<file path="config.mk">
export PLATFORM = sky130hd
export DESIGN_NAME = cpuclk_switch_seq
export DESIGN_NICKNAME = d
export VERILOG_FILES = /design/src/rtl/cpuclk_pkg.sv /design/src/rtl/cpuclk_rate_plan.sv /design/src/rtl/cpuclk_wait_timer.sv /design/src/rtl/cpuclk_sel_field.sv /design/src/rtl/cpuclk_seq_ctrl.sv /design/src/rtl/cpuclk_switch_seq.sv
export SDC_FILE = /design/constraint.sdc
export NUM_CORES = 1
export LEC_CHECK = 0
export BUFFER_PORTS_ARGS = -buffer_cell sky130_fd_sc_hd__buf_4
export CAP_MARGIN = 25
export CORE_UTILIZATION = 25
export DETAILED_ROUTE_END_ITERATION = 12
export MAX_ROUTING_LAYER = met4
export PLACE_DENSITY = 0.4
export SLEW_MARGIN = 20
export SYNTH_ARGS = -nofsm -noshare
export SYNTH_HDL_FRONTEND = slang
export SYNTH_SLANG_ARGS = --single-unit
</file>
<file path="constraint.sdc">
create_clock -name clk -period 1.8 [get_ports clk]
set_input_delay 0.27 -clock clk [delete_from_list [all_inputs] [get_ports clk]]
set_output_delay 0.27 -clock clk [all_outputs]
set_load 0.05 [all_outputs]
</file>
<file path="src/rtl/cpuclk_pkg.sv">
package cpuclk_pkg;

  typedef enum logic [1:0] {
    PS_SECONDARY  = 2'd0,
    PS_PLL_DIRECT = 2'd1,
    PS_PLL_DROOP  = 2'd2,
    PS_ALT_PLL    = 2'd3
  } prim_sel_e;

  localparam logic [1:0] SS_REF      = 2'd0;
  localparam logic [1:0] SS_PLL_HALF = 2'd1;

  localparam int SEL_W   = 2;
  localparam int NUM_SEL = 2;
  localparam int CTRL_W  = SEL_W * NUM_SEL;

  typedef enum logic [1:0] {
    SQ_IDLE,
    SQ_PARK,
    SQ_LOCK,
    SQ_SEC
  } seq_state_e;

endpackage

</file>
<file path="src/rtl/cpuclk_rate_plan.sv">
module cpuclk_rate_plan #(
  parameter int FREQ_W      = 12,
  parameter int MULT_W      = 8,
  parameter int REF_MHZ     = 19,
  parameter int DIV_MHZ     = 600,
  parameter int MIN_MHZ     = 300,
  parameter int PLL_MIN_MHZ = 600,
  parameter int PLL_MAX_MHZ = 3000
) (
  input  logic [FREQ_W-1:0] target_mhz,
  output logic              plan_ok,
  output logic              plan_half,
  output logic [MULT_W-1:0] plan_mult
);

  logic [31:0] tgt;
  logic [31:0] rate;

  always_comb begin
    tgt       = 32'(target_mhz);
    plan_half = (tgt < 32'(DIV_MHZ));
    rate      = plan_half ? (tgt << 1) : tgt;
    plan_ok   = (tgt >= 32'(MIN_MHZ)) &&
                (rate >= 32'(PLL_MIN_MHZ)) &&
                (rate <= 32'(PLL_MAX_MHZ));
    plan_mult = MULT_W'(rate / 32'(REF_MHZ));
  end

endmodule

</file>
<file path="src/rtl/cpuclk_wait_timer.sv">
module cpuclk_wait_timer #(
  parameter int CNT_W = 7
) (
  input  logic             clk,
  input  logic             rst_n,
  input  logic             load,
  input  logic [CNT_W-1:0] load_val,
  input  logic             run,
  output logic             expired
);

  logic [CNT_W-1:0] cnt;

  always_ff @(posedge clk or negedge rst_n) begin
    if (!rst_n) begin
      cnt <= '0;
    end else if (load) begin
      cnt <= load_val;
    end else if (run && (cnt != '0)) begin
      cnt <= cnt - 1'b1;
    end
  end

  assign expired = (cnt == '0);

endmodule

</file>
<file path="src/rtl/cpuclk_sel_field.sv">
module cpuclk_sel_field #(
  parameter int             W       = 2,
  parameter logic [W-1:0]   RST_VAL = '0
) (
  input  logic         clk,
  input  logic         rst_n,
  input  logic         we,
  input  logic [W-1:0] wdata,
  output logic [W-1:0] q
);

  always_ff @(posedge clk or negedge rst_n) begin
    if (!rst_n) begin
      q <= RST_VAL;
    end else if (we) begin
      q <= wdata;
    end
  end

endmodule

</file>
<file path="src/rtl/cpuclk_seq_ctrl.sv">
module cpuclk_seq_ctrl
  import cpuclk_pkg::*;
#(
  parameter int MULT_W       = 8,
  parameter int CNT_W        = 7,
  parameter int SETTLE       = 3,
  parameter int LOCK_TIMEOUT = 64
) (
  input  logic              clk,
  input  logic              rst_n,
  input  logic              req_valid,
  input  logic              plan_ok,
  input  logic              plan_half,
  input  logic [MULT_W-1:0] plan_mult,
  input  logic              pll_lock,
  input  logic              tmr_expired,
  output logic              req_ready,
  output logic              busy,
  output logic              done,
  output logic              err_range,
  output logic              err_lock,
  output logic [MULT_W-1:0] pll_mult,
  output logic              pll_load,
  output logic              tmr_load,
  output logic [CNT_W-1:0]  tmr_val,
  output logic              tmr_run,
  output logic              prim_we,
  output logic [SEL_W-1:0]  prim_wdata,
  output logic              sec_we,
  output logic [SEL_W-1:0]  sec_wdata
);

  seq_state_e        state, next_state;
  logic              half_q;
  logic [MULT_W-1:0] mult_q;
  logic              take, reject, load_go, finish, timeout;

  assign req_ready = (state == SQ_IDLE);
  assign take      = req_ready && req_valid && plan_ok;
  assign reject    = req_ready && req_valid && !plan_ok;

  always_comb begin
    next_state = state;
    tmr_load   = 1'b0;
    tmr_val    = '0;
    tmr_run    = 1'b0;
    prim_we    = 1'b0;
    prim_wdata = PS_ALT_PLL;
    sec_we     = 1'b0;
    sec_wdata  = SS_REF;
    load_go    = 1'b0;
    finish     = 1'b0;
    timeout    = 1'b0;
    unique case (state)
      SQ_IDLE: begin
        if (take) begin
          prim_we    = 1'b1;
          prim_wdata = PS_ALT_PLL;
          tmr_load   = 1'b1;
          tmr_val    = CNT_W'(SETTLE);
          next_state = SQ_PARK;
        end
      end
      SQ_PARK: begin
        tmr_run = 1'b1;
        if (tmr_expired) begin
          load_go    = 1'b1;
          tmr_load   = 1'b1;
          tmr_val    = CNT_W'(LOCK_TIMEOUT);
          next_state = SQ_LOCK;
        end
      end
      SQ_LOCK: begin
        tmr_run = 1'b1;
        if (pll_lock && !pll_load) begin
          if (half_q) begin
            sec_we     = 1'b1;
            sec_wdata  = SS_PLL_HALF;
            tmr_load   = 1'b1;
            tmr_val    = CNT_W'(SETTLE);
            next_state = SQ_SEC;
          end else begin
            prim_we    = 1'b1;
            prim_wdata = PS_PLL_DROOP;
            finish     = 1'b1;
            next_state = SQ_IDLE;
          end
        end else if (tmr_expired) begin
          timeout    = 1'b1;
          next_state = SQ_IDLE;
        end
      end
      SQ_SEC: begin
        tmr_run = 1'b1;
        if (tmr_expired) begin
          prim_we    = 1'b1;
          prim_wdata = PS_SECONDARY;
          finish     = 1'b1;
          next_state = SQ_IDLE;
        end
      end
      default: next_state = SQ_IDLE;
    endcase
  end

  always_ff @(posedge clk or negedge rst_n) begin
    if (!rst_n) begin
      state     <= SQ_IDLE;
      half_q    <= 1'b0;
      mult_q    <= '0;
      pll_mult  <= '0;
      pll_load  <= 1'b0;
      busy      <= 1'b0;
      done      <= 1'b0;
      err_range <= 1'b0;
      err_lock  <= 1'b0;
    end else begin
      state     <= next_state;
      busy      <= (next_state != SQ_IDLE);
      done      <= finish;
      err_range <= reject;
      err_lock  <= timeout;
      pll_load  <= load_go;
      if (take) begin
        half_q <= plan_half;
        mult_q <= plan_mult;
      end
      if (load_go) begin
        pll_mult <= mult_q;
      end
    end
  end

endmodule

</file>
<file path="src/rtl/cpuclk_switch_seq.sv">
module cpuclk_switch_seq
  import cpuclk_pkg::*;
#(
  parameter int FREQ_W        = 12,
  parameter int REF_MHZ       = 19,
  parameter int DIV_MHZ       = 600,
  parameter int MIN_MHZ       = 300,
  parameter int PLL_MIN_MHZ   = 600,
  parameter int PLL_MAX_MHZ   = 3000,
  parameter int SETTLE        = 3,
  parameter int LOCK_TIMEOUT  = 64,
  localparam int MULT_W       = $clog2(PLL_MAX_MHZ / REF_MHZ + 1),
  localparam int WAIT_MAX     = (SETTLE > LOCK_TIMEOUT) ? SETTLE : LOCK_TIMEOUT,
  localparam int CNT_W        = $clog2(WAIT_MAX + 1)
) (
  input  logic              clk,
  input  logic              rst_n,
  input  logic              req_valid,
  output logic              req_ready,
  input  logic [FREQ_W-1:0] req_mhz,
  input  logic              pll_lock,
  output logic [MULT_W-1:0] pll_mult,
  output logic              pll_load,
  output logic [CTRL_W-1:0] mux_ctrl,
  output logic              busy,
  output logic              done,
  output logic              err_range,
  output logic              err_lock
);

  localparam logic [CTRL_W-1:0] CTRL_RST = {SS_REF, PS_ALT_PLL};

  logic              plan_ok, plan_half;
  logic [MULT_W-1:0] plan_mult;
  logic              tmr_load, tmr_run, tmr_expired;
  logic [CNT_W-1:0]  tmr_val;
  logic                           prim_we, sec_we;
  logic [SEL_W-1:0]               prim_wdata, sec_wdata;
  logic [NUM_SEL-1:0]             fld_we;
  logic [NUM_SEL-1:0][SEL_W-1:0]  fld_wdata;

  cpuclk_rate_plan #(
    .FREQ_W(FREQ_W), .MULT_W(MULT_W), .REF_MHZ(REF_MHZ), .DIV_MHZ(DIV_MHZ),
    .MIN_MHZ(MIN_MHZ), .PLL_MIN_MHZ(PLL_MIN_MHZ), .PLL_MAX_MHZ(PLL_MAX_MHZ)
  ) plan_i (
    .target_mhz(req_mhz),
    .plan_ok   (plan_ok),
    .plan_half (plan_half),
    .plan_mult (plan_mult)
  );

  cpuclk_wait_timer #(.CNT_W(CNT_W)) tmr_i (
    .clk     (clk),
    .rst_n   (rst_n),
    .load    (tmr_load),
    .load_val(tmr_val),
    .run     (tmr_run),
    .expired (tmr_expired)
  );

  cpuclk_seq_ctrl #(
    .MULT_W(MULT_W), .CNT_W(CNT_W), .SETTLE(SETTLE), .LOCK_TIMEOUT(LOCK_TIMEOUT)
  ) ctrl_i (
    .clk        (clk),
    .rst_n      (rst_n),
    .req_valid  (req_valid),
    .plan_ok    (plan_ok),
    .plan_half  (plan_half),
    .plan_mult  (plan_mult),
    .pll_lock   (pll_lock),
    .tmr_expired(tmr_expired),
    .req_ready  (req_ready),
    .busy       (busy),
    .done       (done),
    .err_range  (err_range),
    .err_lock   (err_lock),
    .pll_mult   (pll_mult),
    .pll_load   (pll_load),
    .tmr_load   (tmr_load),
    .tmr_val    (tmr_val),
    .tmr_run    (tmr_run),
    .prim_we    (prim_we),
    .prim_wdata (prim_wdata),
    .sec_we     (sec_we),
    .sec_wdata  (sec_wdata)
  );

  assign fld_we    = {sec_we, prim_we};
  assign fld_wdata = {sec_wdata, prim_wdata};

  for (genvar gi = 0; gi < NUM_SEL; gi++) begin : g_sel
    cpuclk_sel_field #(
      .W(SEL_W), .RST_VAL(CTRL_RST[gi*SEL_W +: SEL_W])
    ) fld_i (
      .clk  (clk),
      .rst_n(rst_n),
      .we   (fld_we[gi]),
      .wdata(fld_wdata[gi]),
      .q    (mux_ctrl[gi*SEL_W +: SEL_W])
    );
  end

endmodule

</file>
==> run summary, run 1 <==
clock latency on the worst-skew pair - 0.28 ns
global-route wire length before repair - 21,300 um
crit path max fanout - 6
Root Buffer - clkbuf_16
Top FF cell, synth - dfrtp_1
row count - 42
final setup TNS - -43.47 ns
number of global-route vias before repair - 4,336
H-tree depth - 2
die width - 120 um
grt met2 use - 31.5%
Tcrit/Tclk final - 284%
most used cell, CP - nor4_4
die area - 0.0143 mm^2
Hold Path Cell Cnt - 2
status - finished, violations left
fin crit period - 5.11 ns
Iter 0 DRT Violations - 229
Pwr per Cell Area - 804 mW/mm^2
TritonCTS clock tree - done
max_cap viols - 0
required time of the critical path - 1.96 ns
nets - 683
Net Count, Synth - 471
met3 Usage GRT - 1.71%
Core Region - 0.0134 mm^2
CTS clk-pin slew, worst paths - 0.05 ns
largest net degree at the start of global routing - 35
Final Non-Filler Cells - 841
Crit Path Class - input port to flop
Peak VDD IR - 0.321 mV
Worst Path Arrival - 5.27 ns
diode count - 0
final hold viol count - 0
count leader, synth - nand2_1
clk sinks - 34
GRT busiest layer - met2
worst hold-check path type - input port to flop
Syn Inst Count - 452
register bit count reported by yosys - 34
sequential share of the synthesized area - 24.6%
final max-slew violation count - 0
synth-to-layout area growth - 78.3%
Syn Area/Cell - 7.67 um^2
aggregate global-route resource usage - 18.8%
routed vias - 4,311
failing checks - negative setup slack
synthesized cell area - 0.00347 mm^2
GP Congestion - 0.915
Filler Cell Count - 1,304
Worst path max stage delay - 0.46 ns
placed cells - 792
Worst setup EP type - flop
post-synth cell types - 85
Final Worst Setup Slack - -3.31 ns
final wirelength - 12,800 um
Via density - 5.13
Final HPWL DP - 9820 um
starting density of the core - 25.9%
met1 usage - 24.1%
Yosys warnings - 0
drt drc - 0
Setup Skew - 0.00469 ns
endpoints failing setup - 21
share of layout cells above drive strength 1 - 54.1%
Synth async-reset ratio - 100%
drt pass-1 iters - 5
WL/cell - 15.3 um
top cell type's share of synthesized area - 23.1%
Max clock buf depth - 2
area leader, netlist - dfrtp_1
top achievable clock speed - 196 MHz
Die H - 120 um
Port-buffer cells - 32
initial antenna violation count - 0
GR Overflow Total - 0
RSZ-0062 raised after global routing - true
number of flops mapped to enable cells by yosys - 0
top cells by area, synth - dfrtp_1 (23%), nand2_1 (7.3%), o21ai_0 (5.1%), nor2_1 (4.8%), a21oi_1 (4.3%)
Worst path slowest cell - a32oi_4
synth cell count leaders - nand2_1 (67), nor2_1 (44), o21ai_0 (35), dfrtp_1 (32), a21oi_1 (30)
leakage power - 2.75 nW
crit start category - input port
Post-DRT Antenna Nets - 0
R2R cell count - 10
cts bufs inserted - 5
# IOs - 34
## what timing repair did
action	in CTS	in global routing
resized for setup	83	59
endpoints found under the hold margin	32	0
buffers inserted	25	16
pin swaps	30	10
endpoints found under the setup margin	21	31
hold buffers	1	0
## metal layers
layer  wire (um)  up-vias
met3         385       31
met4         282        0
li1            -     2129
met1        5940     2038
met2        6240      113
met5           0        -
## state kept, by name, indices dropped and copies added, names as in the netlist, 2 cells and up
register         cells
g_sel.fld_i.q        3
ctrl_i.state         2
ctrl_i.mult_q        8
tmr_i.cnt            7
ctrl_i.pll_mult      8
## logic make-up after synthesis
group	synth area share, %
fa+ha+maj	1.08
xor+xnor	3.75
other cells	0.108
compound gates	34.7
flops	24.6
simple gates	27.0
mux	3.97
buf+inv	4.80
## power by group
group | internal, mW | total (mW) | switching (mW)
logic | 1.70 | 3.35 | 1.65
registers | 0.765 | 0.765 | 0
clock network | 0.548 | 0.852 | 0.304
total | 3.01 | 4.97 | 1.96
## cell usage in the layout, fill, tap and decap left out, types with 4 or more instances in the layout
cell / instances
a2111oi_4: 4
a21o_1: 5
a21oi_1: 19
a21oi_2: 9
a21oi_4: 4
a31oi_1: 8
and3_1: 4
buf_12: 5
buf_4: 186
buf_6: 31
buf_8: 5
clkbuf_16: 5
dfrtp_1: 32
inv_1: 11
mux2_2: 5
mux2i_1: 4
nand2_1: 51
nand2_2: 14
nand2b_1: 4
nand3_1: 11
nor2_1: 36
nor2_2: 6
nor3_1: 8
o211ai_1: 8
o21ai_0: 21
o21ai_1: 8
o21ai_2: 9
o22ai_1: 6
o31ai_1: 4
xnor2_1: 7
xor2_1: 4
## area by class of cell
| class | count | area (um^2) | area share [%] |
|---|---|---|---|
| tap | 176 | 220 | 3.56 |
| multi-input combinational | 381 | 2970 | 48.0 |
| inverter | 14 | 58.8 | 0.952 |
| clock inverter | 1 | 5.00 | 0.0810 |
| timing repair buffer | 228 | 1930 | 31.2 |
| clock buffer | 7 | 143 | 2.31 |
| sequential | 34 | 853 | 13.8 |
## worst paths after layout
check                                                        to  slack, ns                       startpoint
worst max-delay path               ctrl_i.mult_q[0]$_DFFE_PN0P_      -3.31                      req_mhz[10]
min in group asynchronous                 ctrl_i.busy$_DFF_PN0_       0.48                            rst_n
worst min register to register  g_sel[1].fld_i.q[0]$_DFFE_PN0P_       0.47  g_sel[1].fld_i.q[0]$_DFFE_PN0P_
worst min-delay path                 ctrl_i.err_range$_DFF_PN0_       0.26                        req_valid
worst max register to register         tmr_i.cnt[4]$_DFFE_PN0P_      -0.13         tmr_i.cnt[1]$_DFFE_PN0P_
max in group asynchronous       g_sel[0].fld_i.q[1]$_DFFE_PN1P_       0.97                            rst_n
## critical path: cells and delay by family
kind,cells,cell delay (ns)
AO/OA/AOI/OAI,12,2.73
XOR/XNOR,3,0.38
adder cells (fa/ha/maj),2,0.41
buffers and inverters,2,0.32
multiplexers,1,0.17
AND/OR/NAND/NOR,5,0.97
## stage by stage
stage / power (mW) / util, % / worst slack (ns) / instance area (um^2) / hold WS, ns
finish: 4.97 / 46.1 / -3.31 / 6180 / 0.258
global route: 5.29 / 46.1 / -3.57 / 6180 / 0.258
CTS: 4.80 / 43.7 / -3.28 / 5860 / 0.260
detailed placement: 3.76 / 38.7 / -3.82 / 5190 / 0.246
global placement: 3.76 / 38.7 / -3.74 / 5190 / 0.244
floorplan: 2.56 / - / -3.71 / 3700 / -0.0256
Note: power is estimated with default switching activity, not from simulation.
==> inputs of run 2 (changes only) <==
--- a/config.mk
+++ b/config.mk
@@ -7,10 +7,11 @@
 export LEC_CHECK = 0
 export BUFFER_PORTS_ARGS = -buffer_cell sky130_fd_sc_hd__buf_4
 export CAP_MARGIN = 25
-export CORE_UTILIZATION = 25
+export CORE_UTILIZATION = 56
+export CTS_BUF_LIST = sky130_fd_sc_hd__clkbuf_8
 export DETAILED_ROUTE_END_ITERATION = 12
 export MAX_ROUTING_LAYER = met4
-export PLACE_DENSITY = 0.4
+export PLACE_DENSITY = 0.77
 export SLEW_MARGIN = 20
 export SYNTH_ARGS = -nofsm -noshare
 export SYNTH_HDL_FRONTEND = slang
==> run summary, run 2 <==
starting density of the core - 58.2% (was 25.9%)
post-synth cell types - 85 (unchanged)
Net Count, Synth - 471 (unchanged)
Synth async-reset ratio - 100% (unchanged)
Synth Area in XOR/XNOR - 3.75% (unchanged)
largest net degree at the start of global routing - 35
Port-buffer cells - 32 (unchanged)
top cell type's share of synthesized area - 23.1% (unchanged)
die width - 80.7 um (was 120 um)
GP Congestion - 1.03 (was 0.915)
synthesized cell area - 0.00347 mm^2 (unchanged)
Halt Stage - 5_1_grt
row count - 28 (was 42)
sequential share of the synthesized area - 24.6% (unchanged)
placed cells - 693 (was 792)
Yosys warnings - 0 (unchanged)
cts bufs inserted - 5 (unchanged)
Final HPWL DP - 9990 um (was 9820 um)
adder-cell share of the synthesized area - 1.08% (unchanged)
clk sinks - 34 (unchanged)
number of flops mapped to enable cells by yosys - 0 (unchanged)
Simple-Gate Fraction of Synth Area - 27.0% (unchanged)
H-tree depth - 2 (unchanged)
worst_ep grt - ctrl_i.mult_q[0]$_DFFE_PN0P_/D
top cells by area, synth - dfrtp_1 (23%), nand2_1 (7.3%), o21ai_0 (5.1%), nor2_1 (4.8%), a21oi_1 (4.3%) (unchanged)
Top FF cell, synth - dfrtp_1 (unchanged)
Max clock buf depth - 2 (unchanged)
worst_ep kind - register input
status - aborted with a tool error (was finished, violations left)
# IOs - 34 (unchanged)
Syn Inst Count - 452 (unchanged)
Stop Error - [ERROR DPL-0038] Utilization greater than 100%, impossible to legalize
Synth Area in Compound Gates - 34.7% (unchanged)
register bit count reported by yosys - 34 (unchanged)
count leader, synth - nand2_1 (unchanged)
area leader, netlist - dfrtp_1 (unchanged)
Syn Area/Cell - 7.67 um^2 (unchanged)
synth cell count leaders - nand2_1 (67), nor2_1 (44), o21ai_0 (35), dfrtp_1 (32), a21oi_1 (30) (unchanged)
Root Buffer - clkbuf_8 (was clkbuf_16)
post-synthesis mux area share - 3.97% (unchanged)
pre-CTS WS - -3.82 ns (about the same)
Die H - 80.7 um (was 120 um)
main combinational cell family by area after synthesis - compound AO/OA/AOI/OAI gates (unchanged)
## run 2: cell counts after synthesis
No cell type changed its count.
## run 2: timing repair
action,CTS
endpoints found under the hold margin,32
hold buffers,1
resized for setup,59
pin swaps,25
setup buffers,14
endpoints found under the setup margin,32
## run 2: logic make-up after synthesis
group	count (synthesis)
AOI/OAI and AO/OA	162
xor gates and xnor gates	14
adders and majority gates	3
buffers and inverters	37
DFF	34
muxes	13
other	1
and+or+nand+nor	188
## run 2: through the flow
stage,util (%),area (um^2)
after CTS,92.9,5530
after detailed placement,85.0,5060
after global placement,85.0,5060
after floorplan,-,3700
==> inputs of run 3 (changes only) <==
--- a/config.mk
+++ b/config.mk
@@ -7,11 +7,9 @@
 export LEC_CHECK = 0
 export BUFFER_PORTS_ARGS = -buffer_cell sky130_fd_sc_hd__buf_4
 export CAP_MARGIN = 25
-export CORE_UTILIZATION = 56
-export CTS_BUF_LIST = sky130_fd_sc_hd__clkbuf_8
+export CORE_UTILIZATION = 40
 export DETAILED_ROUTE_END_ITERATION = 12
-export MAX_ROUTING_LAYER = met4
-export PLACE_DENSITY = 0.77
+export PLACE_DENSITY_LB_ADDON = 0.15
 export SLEW_MARGIN = 20
 export SYNTH_ARGS = -nofsm -noshare
 export SYNTH_HDL_FRONTEND = slang
==> constraint.sdc (replaced) <==
create_clock -name clk -period 2.3 [get_ports clk]
set_input_delay 0.345 -clock clk [delete_from_list [all_inputs] [get_ports clk]]
set_output_delay 0.345 -clock clk [all_outputs]
set_load 0.05 [all_outputs]
==> run summary, run 3 (synthesis gave the netlist of run 1 again) <==
status - finished, violations left (was aborted with a tool error)
failing checks - negative setup slack
largest net degree at the start of global routing - 35
clock latency on the worst-skew pair - 0.28 ns
Core Region - 0.00830 mm^2
row count - 33 (was 28)
pre-CTS WS - -3.46 ns (was -3.82 ns)
Die H - 95.1 um (was 80.7 um)
Switching Share - 40.2%
Worst path max stage delay - 0.46 ns
final wirelength - 12,100 um
Iter 0 DRT Violations - 128
total power - 3.98 mW
initial antenna violation count - 0
Gate power share - 71.6%
Worst Path Arrival - 5.44 ns
crit-path cells - buf_12 > nor4_4 > nor4b_4 > nor4_1 > and4_1 > a2111oi_4 > o21a_1 > o32ai_4 > a32oi_4 > xnor2_4 > a2111oi_4 > o21ai_2 > xnor2_2 > ha_2 > a31oi_4 > o21ai_4 > a21oi_4 > xnor2_2 > ha_2 > nor2_1 > a22oi_1 > nor2_1 > a2111oi_1 > o32a_1
placed cells - 716 (was 693)
Post-DRT Antenna Nets - 0
WL/cell - 16.3 um
top achievable clock speed - 192 MHz
Pwr per Cell Area - 705 mW/mm^2
Tcrit/Tclk final - 227%
FF+latch area - 853 um^2
final max-slew violation count - 0
most frequent cells in the layout - buf_4 (185), nand2_1 (64), nor2_1 (36), dfrtp_1 (32), o21ai_0 (25)
final hold slack - 0.333 ns
Peak VDD IR - 0.390 mV
Root Buffer - clkbuf_8 (unchanged)
TritonCTS clock tree - done
CTS clk-pin slew, worst paths - 0.07 ns
GR Overflow Total - 0
H-tree depth - 2 (unchanged)
leakage power - 2.54 nW
Worst setup EP type - flop
diode count - 0
global-route wire length before repair - 20,100 um
synth-to-layout area growth - 62.9%
Via density - 5.76
Worst path slowest cell - a2111oi_4
endpoints failing setup - 21
required time of the critical path - 2.52 ns
Final HPWL DP - 9320 um (was 9990 um)
die width - 95.1 um (was 80.7 um)
final instance area - 0.00564 mm^2
Final Non-Filler Cells - 742
worst hold-check path type - input port to flop
fin crit period - 5.22 ns
Max clock buf depth - 2 (unchanged)
Internal Power - 2.38 mW
crit start category - input port
starting density of the core - 41.8% (was 58.2%)
max_cap viols - 0
number of global-route vias before repair - 4,204
footprint of the multi-input gates - 0.00293 mm^2
drt drc - 0
commonest non-fill, non-tap cell in the layout - buf_4
Net Switching - 1.60 mW
Filler Cell Count - 664
drt pass-1 iters - 4
Clock power frac - 13.3%
die area - 0.00904 mm^2
Setup Skew - 0.00724 ns
Crit Path Class - input port to flop
clk sinks - 34 (unchanged)
cts bufs inserted - 5 (unchanged)
aggregate global-route resource usage - 28.2%
biggest regs - ctrl_i.mult_q: 8 flops, ctrl_i.pll_mult: 8 flops, tmr_i.cnt: 7 flops
GP Congestion - 1.01 (was 1.03)
Port-buffer cells - 32 (unchanged)
crit path max fanout - 6
RSZ-0062 raised after global routing - true
Final Worst Setup Slack - -2.92 ns
share of layout cells above drive strength 1 - 48.7%
nets - 655
# IOs - 34 (unchanged)
Flop pwr share - 15.0%
final hold viol count - 0
dpl cell area - 0.00505 mm^2 (was 0.00506 mm^2)
routed vias - 4,273
run 3: cell type report:
type	count	area share, %
multi-input combinational	381	51.9
timing repair buffer	200	27.9
sequential	34	15.1
tap	105	2.33
clock buffer	7	1.35
inverter	14	0.931
clock inverter	1	0.532
run 3: power groups by stage:
stage               clock [mW]  combinational, mW  sequential [mW]
floorplan                    0               1.39            0.609
global placement             0               2.32            0.609
detailed placement           0               2.36            0.609
CTS                      0.547               2.66            0.598
global route             0.575               3.05            0.597
finish                   0.531               2.85            0.598
run 3: worst paths after layout:
kind | start | slack, ns | cells after the start | endpoint
worst max-delay path | req_mhz[10] | -2.92 | 24 | ctrl_i.mult_q[0]$_DFFE_PN0P_
worst min-delay path | req_valid | 0.33 | 2 | ctrl_i.err_range$_DFF_PN0_
worst max register to register | tmr_i.cnt[2]$_DFFE_PN0P_ | 0.28 | 6 | ctrl_i.pll_mult[2]$_DFFE_PN0P_
worst min register to register | ctrl_i.mult_q[4]$_DFFE_PN0P_ | 0.47 | 2 | ctrl_i.pll_mult[4]$_DFFE_PN0P_
max in group asynchronous | rst_n | 1.43 | 2 | g_sel[0].fld_i.q[0]$_DFFE_PN1P_
min in group asynchronous | rst_n | 0.54 | 2 | ctrl_i.busy$_DFF_PN0_
run 3: repair_timing:
item	CTS	global route
endpoints found under the setup margin	21	21
resized for setup	69	10
endpoints found under the hold margin	14	0
pin swaps	45	10
buffers inserted	13	5
hold buffers	1	0
run 3: layer usage:
layer | wire (um) | GRT usage (%)
met1 | 5250 | 34.7
met5 | 0 | 0
met3 | 482 | 3.67
met2 | 6020 | 49.3
met4 | 365 | 11.7
run 3: worst max-delay path: cells and delay by family:
kind	cells	cell delay, ns
AOI/OAI and AO/OA	12	2.93
xor gates and xnor gates	3	0.39
adders and majority gates	2	0.55
buffers and inverters	1	0.11
and+or+nand+nor	6	1.13
run 3: metrics by stage:
| stage | setup TNS (ns) | utilization, % |
|---|---|---|
| after detailed placement | -31.70 | 60.8 |
| after CTS | -21.95 | 67.2 |
| final | -21.27 | 68.0 |
| after floorplan | -17.22 | - |
| after global placement | -31.78 | 60.8 |
| after global routing | -24.89 | 68.0 |
